`src/rtl/rstseq_pkg.sv`:
```
package rstseq_pkg;
  localparam int NSRC = 5;
  localparam int SRC_PWR  = 0;
  localparam int SRC_WDT  = 1;
  localparam int SRC_PIN  = 2;
  localparam int SRC_DCTL = 3;
  localparam int SRC_DPIN = 4;
  localparam logic [1:0] MODE_STOP = 2'b10;

  typedef enum logic [2:0] {
    PH_IDLE = 3'd0,
    PH_OSC  = 3'd1,
    PH_SYS  = 3'd2,
    PH_VHI  = 3'd3,
    PH_VLO  = 3'd4,
    PH_LOAD = 3'd5
  } phase_e;
endpackage

```
`src/rtl/rstseq_sync.sv`:
```
module rstseq_sync #(
  parameter int WIDTH  = 5,
  parameter int STAGES = 2
) (
  input  logic             clk,
  input  logic             rst,
  input  logic [WIDTH-1:0] d,
  output logic [WIDTH-1:0] q
);
  logic [WIDTH-1:0] pipe [STAGES];

  for (genvar g = 0; g < STAGES; g++) begin : g_stage
    if (g == 0) begin : g_first
      always_ff @(posedge clk) begin
        if (rst) pipe[g] <= '0;
        else     pipe[g] <= d;
      end
    end else begin : g_next
      always_ff @(posedge clk) begin
        if (rst) pipe[g] <= '0;
        else     pipe[g] <= pipe[g-1];
      end
    end
  end

  assign q = pipe[STAGES-1];
endmodule

```
`src/rtl/rstseq_qual.sv`:
```
module rstseq_qual
  import rstseq_pkg::*;
(
  input  logic [1:0]      op_mode,
  input  logic [NSRC-1:0] req,
  output logic            hit,
  output logic [NSRC-1:0] winner,
  output logic            spare_dbg
);
  logic            stop;
  logic [NSRC-1:0] allow;
  logic [NSRC-1:0] live;

  always_comb begin
    stop            = (op_mode == MODE_STOP);
    allow           = '0;
    allow[SRC_PWR]  = 1'b1;
    allow[SRC_PIN]  = 1'b1;
    allow[SRC_WDT]  = !stop;
    allow[SRC_DCTL] = !stop;
    allow[SRC_DPIN] = stop;
    live            = req & allow;
  end

  // lowest priority assigned first, higher ones override
  always_comb begin
    winner = '0;
    if (live[SRC_DPIN]) winner = NSRC'(1) << SRC_DPIN;
    if (live[SRC_DCTL]) winner = NSRC'(1) << SRC_DCTL;
    if (live[SRC_WDT])  winner = NSRC'(1) << SRC_WDT;
    if (live[SRC_PIN])  winner = NSRC'(1) << SRC_PIN;
    if (live[SRC_PWR])  winner = NSRC'(1) << SRC_PWR;
    hit       = |live;
    spare_dbg = winner[SRC_DCTL];
  end
endmodule

```
`src/rtl/rstseq_fsm.sv`:
```
module rstseq_fsm
  import rstseq_pkg::*;
#(
  parameter int OSC_CYCLES = 66,
  parameter int SYS_CYCLES = 16,
  parameter int DATA_W     = 8,
  parameter int ADDR_W     = 16,
  parameter logic [ADDR_W-1:0] VEC_BASE = 16'h0002
) (
  input  logic                clk,
  input  logic                rst,
  input  logic                osc_tick,
  input  logic                hit,
  input  logic [NSRC-1:0]     winner,
  input  logic                spare_req,
  input  logic [DATA_W-1:0]   vec_data,
  output logic                core_rst,
  output logic                dbg_rst,
  output logic                gpio_force,
  output logic                sysclk_en,
  output logic                vec_rd,
  output logic [ADDR_W-1:0]   vec_addr,
  output logic                pc_load,
  output logic [2*DATA_W-1:0] pc_value,
  output logic [NSRC-1:0]     cause
);
  localparam int MAXC  = (OSC_CYCLES > SYS_CYCLES) ? OSC_CYCLES : SYS_CYCLES;
  localparam int CNT_W = $clog2(MAXC + 1);
  localparam logic [CNT_W-1:0] OSC_LAST = CNT_W'(OSC_CYCLES - 1);
  localparam logic [CNT_W-1:0] SYS_LAST = CNT_W'(SYS_CYCLES - 1);

  phase_e              st, st_n;
  logic [CNT_W-1:0]    cnt, cnt_n;
  logic                spare, spare_n;
  logic [NSRC-1:0]     cause_n;
  logic [DATA_W-1:0]   hi, hi_n;
  logic [2*DATA_W-1:0] pc_n;
  logic                hold_n;

  always_comb begin
    st_n    = st;
    cnt_n   = cnt;
    spare_n = spare;
    cause_n = cause;
    hi_n    = hi;
    pc_n    = pc_value;
    if (hit) begin
      st_n    = PH_OSC;
      cnt_n   = '0;
      cause_n = winner;
      spare_n = (st == PH_OSC || st == PH_SYS) ? (spare & spare_req) : spare_req;
    end else begin
      case (st)
        PH_OSC: begin
          if (osc_tick) begin
            if (cnt == OSC_LAST) begin
              st_n  = PH_SYS;
              cnt_n = '0;
            end else begin
              cnt_n = cnt + 1'b1;
            end
          end
        end
        PH_SYS: begin
          if (cnt == SYS_LAST) begin
            st_n  = PH_VHI;
            cnt_n = '0;
          end else begin
            cnt_n = cnt + 1'b1;
          end
        end
        PH_VHI: begin
          hi_n = vec_data;
          st_n = PH_VLO;
        end
        PH_VLO: begin
          pc_n = {hi, vec_data};
          st_n = PH_LOAD;
        end
        PH_LOAD: st_n = PH_IDLE;
        default: st_n = PH_IDLE;
      endcase
    end
    hold_n = (st_n == PH_OSC) || (st_n == PH_SYS);
  end

  always_ff @(posedge clk) begin
    if (rst) begin
      st         <= PH_OSC;
      cnt        <= '0;
      spare      <= 1'b0;
      cause      <= NSRC'(1) << SRC_PWR;
      hi         <= '0;
      pc_value   <= '0;
      core_rst   <= 1'b1;
      dbg_rst    <= 1'b1;
      gpio_force <= 1'b1;
      sysclk_en  <= 1'b0;
      vec_rd     <= 1'b0;
      vec_addr   <= VEC_BASE;
      pc_load    <= 1'b0;
    end else begin
      st         <= st_n;
      cnt        <= cnt_n;
      spare      <= spare_n;
      cause      <= cause_n;
      hi         <= hi_n;
      pc_value   <= pc_n;
      core_rst   <= hold_n;
      gpio_force <= hold_n;
      dbg_rst    <= hold_n & ~spare_n;
      sysclk_en  <= (st_n != PH_OSC);
      vec_rd     <= (st_n == PH_VHI) || (st_n == PH_VLO);
      vec_addr   <= (st_n == PH_VLO) ? VEC_BASE + 1'b1 : VEC_BASE;
      pc_load    <= (st_n == PH_LOAD);
    end
  end
endmodule

```
`src/rtl/reset_sequencer.sv`:
```
module reset_sequencer
  import rstseq_pkg::*;
#(
  parameter int OSC_CYCLES  = 66,
  parameter int SYS_CYCLES  = 16,
  parameter int SYNC_STAGES = 2,
  parameter int DATA_W      = 8,
  parameter int ADDR_W      = 16,
  parameter logic [ADDR_W-1:0] VEC_BASE = 16'h0002
) (
  input  logic                clk,
  input  logic                rst,
  input  logic                osc_tick,
  input  logic [1:0]          op_mode,
  input  logic                por_evt,
  input  logic                wdt_expired,
  input  logic                wdt_reset_en,
  input  logic                ext_rst_n,
  input  logic                dbg_ctl_rst,
  input  logic                dbg_pin_n,
  input  logic [DATA_W-1:0]   vec_data,
  output logic                core_rst,
  output logic                dbg_rst,
  output logic                gpio_force,
  output logic                sysclk_en,
  output logic                vec_rd,
  output logic [ADDR_W-1:0]   vec_addr,
  output logic                pc_load,
  output logic [2*DATA_W-1:0] pc_value,
  output logic [NSRC-1:0]     rst_cause
);
  logic [NSRC-1:0] raw_req, sync_req, winner;
  logic            hit, spare_req;

  always_comb begin
    raw_req           = '0;
    raw_req[SRC_PWR]  = por_evt;
    raw_req[SRC_WDT]  = wdt_expired & wdt_reset_en;
    raw_req[SRC_PIN]  = ~ext_rst_n;
    raw_req[SRC_DCTL] = dbg_ctl_rst;
    raw_req[SRC_DPIN] = ~dbg_pin_n;
  end

  rstseq_sync #(.WIDTH(NSRC), .STAGES(SYNC_STAGES)) u_sync (
    .clk (clk), .rst (rst), .d (raw_req), .q (sync_req)
  );

  rstseq_qual u_qual (
    .op_mode (op_mode), .req (sync_req), .hit (hit),
    .winner (winner), .spare_dbg (spare_req)
  );

  rstseq_fsm #(
    .OSC_CYCLES (OSC_CYCLES), .SYS_CYCLES (SYS_CYCLES),
    .DATA_W (DATA_W), .ADDR_W (ADDR_W), .VEC_BASE (VEC_BASE)
  ) u_fsm (
    .clk (clk), .rst (rst), .osc_tick (osc_tick), .hit (hit),
    .winner (winner), .spare_req (spare_req), .vec_data (vec_data),
    .core_rst (core_rst), .dbg_rst (dbg_rst), .gpio_force (gpio_force),
    .sysclk_en (sysclk_en), .vec_rd (vec_rd), .vec_addr (vec_addr),
    .pc_load (pc_load), .pc_value (pc_value), .cause (rst_cause)
  );
endmodule

```
`config.mk`:
```
export PLATFORM = sky130hd
export DESIGN_NAME = reset_sequencer
export DESIGN_NICKNAME = d
export VERILOG_FILES = /design/src/rtl/rstseq_pkg.sv /design/src/rtl/rstseq_sync.sv /design/src/rtl/rstseq_qual.sv /design/src/rtl/rstseq_fsm.sv /design/src/rtl/reset_sequencer.sv
export SDC_FILE = /design/constraint.sdc
export NUM_CORES = 1
export LEC_CHECK = 0
export BUFFER_PORTS_ARGS = -buffer_cell sky130_fd_sc_hd__buf_2
export CORE_UTILIZATION = 45
export DETAILED_ROUTE_END_ITERATION = 10
export PLACE_DENSITY_LB_ADDON = 0.12
export SETUP_SLACK_MARGIN = 0.4
export SYNTH_ARGS = -nofsm -noshare
export SYNTH_HDL_FRONTEND = slang
export SYNTH_SLANG_ARGS = --single-unit
```
`constraint.sdc`:
```
create_clock -name clk -period 2.2 [get_ports clk]
set_input_delay 0.11 -clock clk [delete_from_list [all_inputs] [get_ports clk]]
set_output_delay 0.11 -clock clk [all_outputs]
set_load 0.05 [all_outputs]
```
==> summary.txt <==
Die
  – Area of the core: 5140 um^2
  – Area of the die: 5690 um^2
  – Ports placed on the boundary: 62
  – Initial Utilization: 0.472
  – Standard-cell rows: 26
  – Chip width: 75.4 um
  – Die height: 75.4 um

GRT
  – Vias in the first global route: 1451
  – Pin count of the biggest net entering global routing: 49
  – Antenna violations before repair: 0
  – Global-route usage over all layers: 0.154
  – Total global routing overflow: 0
  – Global-route wire length before repair: 6.51 mm

Yosys
  – Synth async-reset ratio: 0
  – Cell taking the most area after synthesis: sky130_fd_sc_hd__dfxtp_1
  – Share of synthesized area occupied by flip-flops and latches: 0.462
  – Cells after synthesis: 238
  – Most instantiated flip-flop cell in the synthesis netlist: sky130_fd_sc_hd__dfxtp_1
  – Post-synth EDFFs: 0
  – Number of warnings reported in the yosys synthesis log: 0
  – Post-synthesis average cell area: 10.2 um^2
  – Dominant cells by area after synthesis: sky130_fd_sc_hd__dfxtp_1 (46%), sky130_fd_sc_hd__mux2i_1 (9.9%), sky130_fd_sc_hd__nand2b_1 (9.0%)
  – Seq cells post-synth: 56
  – Commonest cells in the synthesized netlist: sky130_fd_sc_hd__dfxtp_1 (56), sky130_fd_sc_hd__nand2b_1 (35), sky130_fd_sc_hd__mux2i_1 (24)
  – Number of distinct library cell variants in the gate-level netlist after synthesis: 43
  – Synth Cell Area: 2430 um^2
  – Cell with the most instances after synthesis: sky130_fd_sc_hd__dfxtp_1
  – Share of the synthesized area in the top cell type: 0.462

CTS
  – CTS sink cnt: 56
  – Largest buffer count on any clock path: 2
  – Total CTS buffers: 5
  – Worst skew pair latency: 0.31 ns
  – Clock tree from TritonCTS: built
  – Post-CTS repair timing setup buffer count: 0
  – CTS HTree Levels: 2
  – Clk slew on worst S/H paths: 0.10 ns
  – Root buffer cell: sky130_fd_sc_hd__clkbuf_8

STA
  – Hold Slack: 0.0210 ns
  – Highest clock rate: 569 MHz
  – Total negative slack: 0 ns
  – Max-Slew Margin vs Limit: 0.538
  – Tmin final: 1.76 ns
  – Transition time of the tightest slew-check pin: 0.693 ns
  – Final slew viol count: 0
  – Final worst clock skew: 0.00796 ns
  – Hold violation count in the final report: 0
  – Setup violators final: 0
  – Setup repair after global routing missed its margin: true
  – Setup slack of the critical path after layout: 0.444 ns
  – Final period utilization: 0.798

Detailed routing
  – DRT antenna net count: 0
  – Total wire length: 4.05 mm
  – Via density per instance: 4.68
  – Avg WL per Cell: 11.4 um
  – Initial drt markers: 44
  – Total number of vias: 1661
  – Number of design rule violations left after detail routing: 0
  – Pre-Repair DR Iteration Count: 4

Pwr
  – Net switching share of the total power: 0.261
  – Combinational Power Share: 0.101
  – NetSw: 463 uW
  – Internal power consumption: 1.31 mW
  – Portion of total power attributed to the clock network: 0.314
  – Power Density: 636 nW/um^2
  – Design Power: 1.77 mW
  – Worst-case vdd ir drop: 0.000368 V
  – Portion of total power attributed to sequential cells: 0.585
  – Leakage component of the power: 1.09 nW

Setup path
  – Endpoint of the most critical register-to-register path: u_fsm.vec_rd
  – Worst setup path category: reg -> reg
  – Highest cell delay on the worst timing path: 0.47 ns
  – CP cell instances: and3b_1 -> a2111o_2 -> or3_4 -> nor4_1
  – Highest-delay cell along the critical path: sky130_fd_sc_hd__or3_4
  – Maximum net fanout on the critical path: 13
  – CP Data Arrival Time: 1.97 ns
  – Crit. End Element: flop
  – Buffer and inverter count on the worst path: 0
  – Data required time at the worst endpoint: 2.42 ns
  – Startpoint type of the worst setup path: flop
  – R2R Path Start: u_sync.pipe[1][4]
  – Slack of the worst reg-to-reg path: 0.44 ns
  – Number of cells on the worst reg-to-reg path: 4
  – Top delay family on crit path: simple AND/OR/NAND/NOR gates

Min path
  – Beginning of the worst hold path: dbg_ctl_rst
  – Worst Hold Path Cells: 2
  – Worst hold path type: in -> reg
  – Endpoint of the worst hold-timing path: u_sync.pipe[0][3]

Layout
  – Synthesis-to-layout area growth: 14.9%
  – Share of post-route cells with drive strength above 1: 0.253
  – Layout net count: 305
  – Antenna cells: 0
  – Final instance area: 2790 um^2

Placement
  – Post-place instance area: 2630 um^2
  – Number of input and output port buffers inserted: 46
  – Setup WS pre-CTS: 0.357 ns
  – Half-perimeter wire length after placement: 2.79 mm
  – Placer Congestion: 0.817

Run
  – Max-cap violations: 0

Status
  – Run status: finished, final reports clean
[area by class of cell]
class                   instances  area, um^2
clock inverters                 3        21.3
clock buffers                   5        68.8
flip-flops and latches         56        1120
well taps                      70        87.6
inverters                       5        18.8
fillers                       497        2350
multi-input cells             161        1160
repair buffers                 55         310
[power by group through the flow]
stage / Clock [mW] / Combinational [mW] / Sequential [mW]
after floorplan: 0 / 0.150 / 1.07
after global placement: 0 / 0.171 / 1.06
after detailed placement: 0 / 0.172 / 1.06
after CTS: 0.592 / 0.179 / 1.04
after global routing: 0.628 / 0.194 / 1.04
final: 0.557 / 0.180 / 1.04
[sequential cells by signal, summed over array words and instances, names as in the netlist, 3 cells and up]
register        flops
u_sync.pipe        10
u_fsm.hi            8
u_fsm.st            3
u_fsm.cnt           7
u_fsm.pc_value     16
u_fsm.cause         5
[through the flow]
step	util	cells
floorplan	-	251
global placement	0.512	342
detailed placement	0.512	342
CTS	0.539	355
global route	0.542	355
finish	0.542	355
[cell usage in the layout (no fill, tap or decap), types with 6 or more instances in the layout]
master and n:
sky130_fd_sc_hd__buf_2 46, sky130_fd_sc_hd__xnor2_1 7, sky130_fd_sc_hd__a21oi_1 6, sky130_fd_sc_hd__conb_1 15, sky130_fd_sc_hd__dfxtp_1 55, sky130_fd_sc_hd__nor2_1 8, sky130_fd_sc_hd__nand2b_1 35, sky130_fd_sc_hd__nor2b_1 11
sky130_fd_sc_hd__nand2_1 8, sky130_fd_sc_hd__mux2i_1 24
[routing by layer]
layer  up-vias  wire (um)  global-route usage
met3         7        179              0.0463
met4         0         65              0.0679
met5         -          0                   0
met1       745       2030               0.198
li1        869          -                   -
met2        40       1770               0.239
[what timing repair did]
action	CTS	global route
endpoints found under the setup margin	11	22
pin swaps	1	0
resized for setup	0	4
hold endpoints to repair	4	0
hold buffers	5	0
[worst max path at each step]
stage | from | slack [ns] | cells after the start | end
after global routing | u_sync.pipe[1][4] | 0.39 | 4 | u_fsm.vec_rd
final | u_sync.pipe[1][4] | 0.44 | 4 | u_fsm.vec_rd
after CTS | u_sync.pipe[1][4] | 0.42 | 4 | u_fsm.vec_rd
after floorplan | u_sync.pipe[1][4] | 0.51 | 6 | u_fsm.pc_value[10]
after global placement | u_sync.pipe[1][4] | 0.42 | 4 | u_fsm.vec_rd
after detailed placement | u_sync.pipe[1][4] | 0.36 | 4 | u_fsm.vec_rd
[logic make-up (layout without fill, tap and decap cells)]
group,after synthesis,after routing,synth area share
buffers and inverters,34,68,0.0872
XOR/XNOR,7,7,0.0253
adder cells (fa/ha/maj),2,2,0.0103
AND/OR/NAND/NOR,87,87,0.226
other,2,15,0.00310
multiplexers,24,24,0.0990
AO/OA/AOI/OAI,26,26,0.0872
flip-flops,56,56,0.462
(Power assumes the default switching activity.)
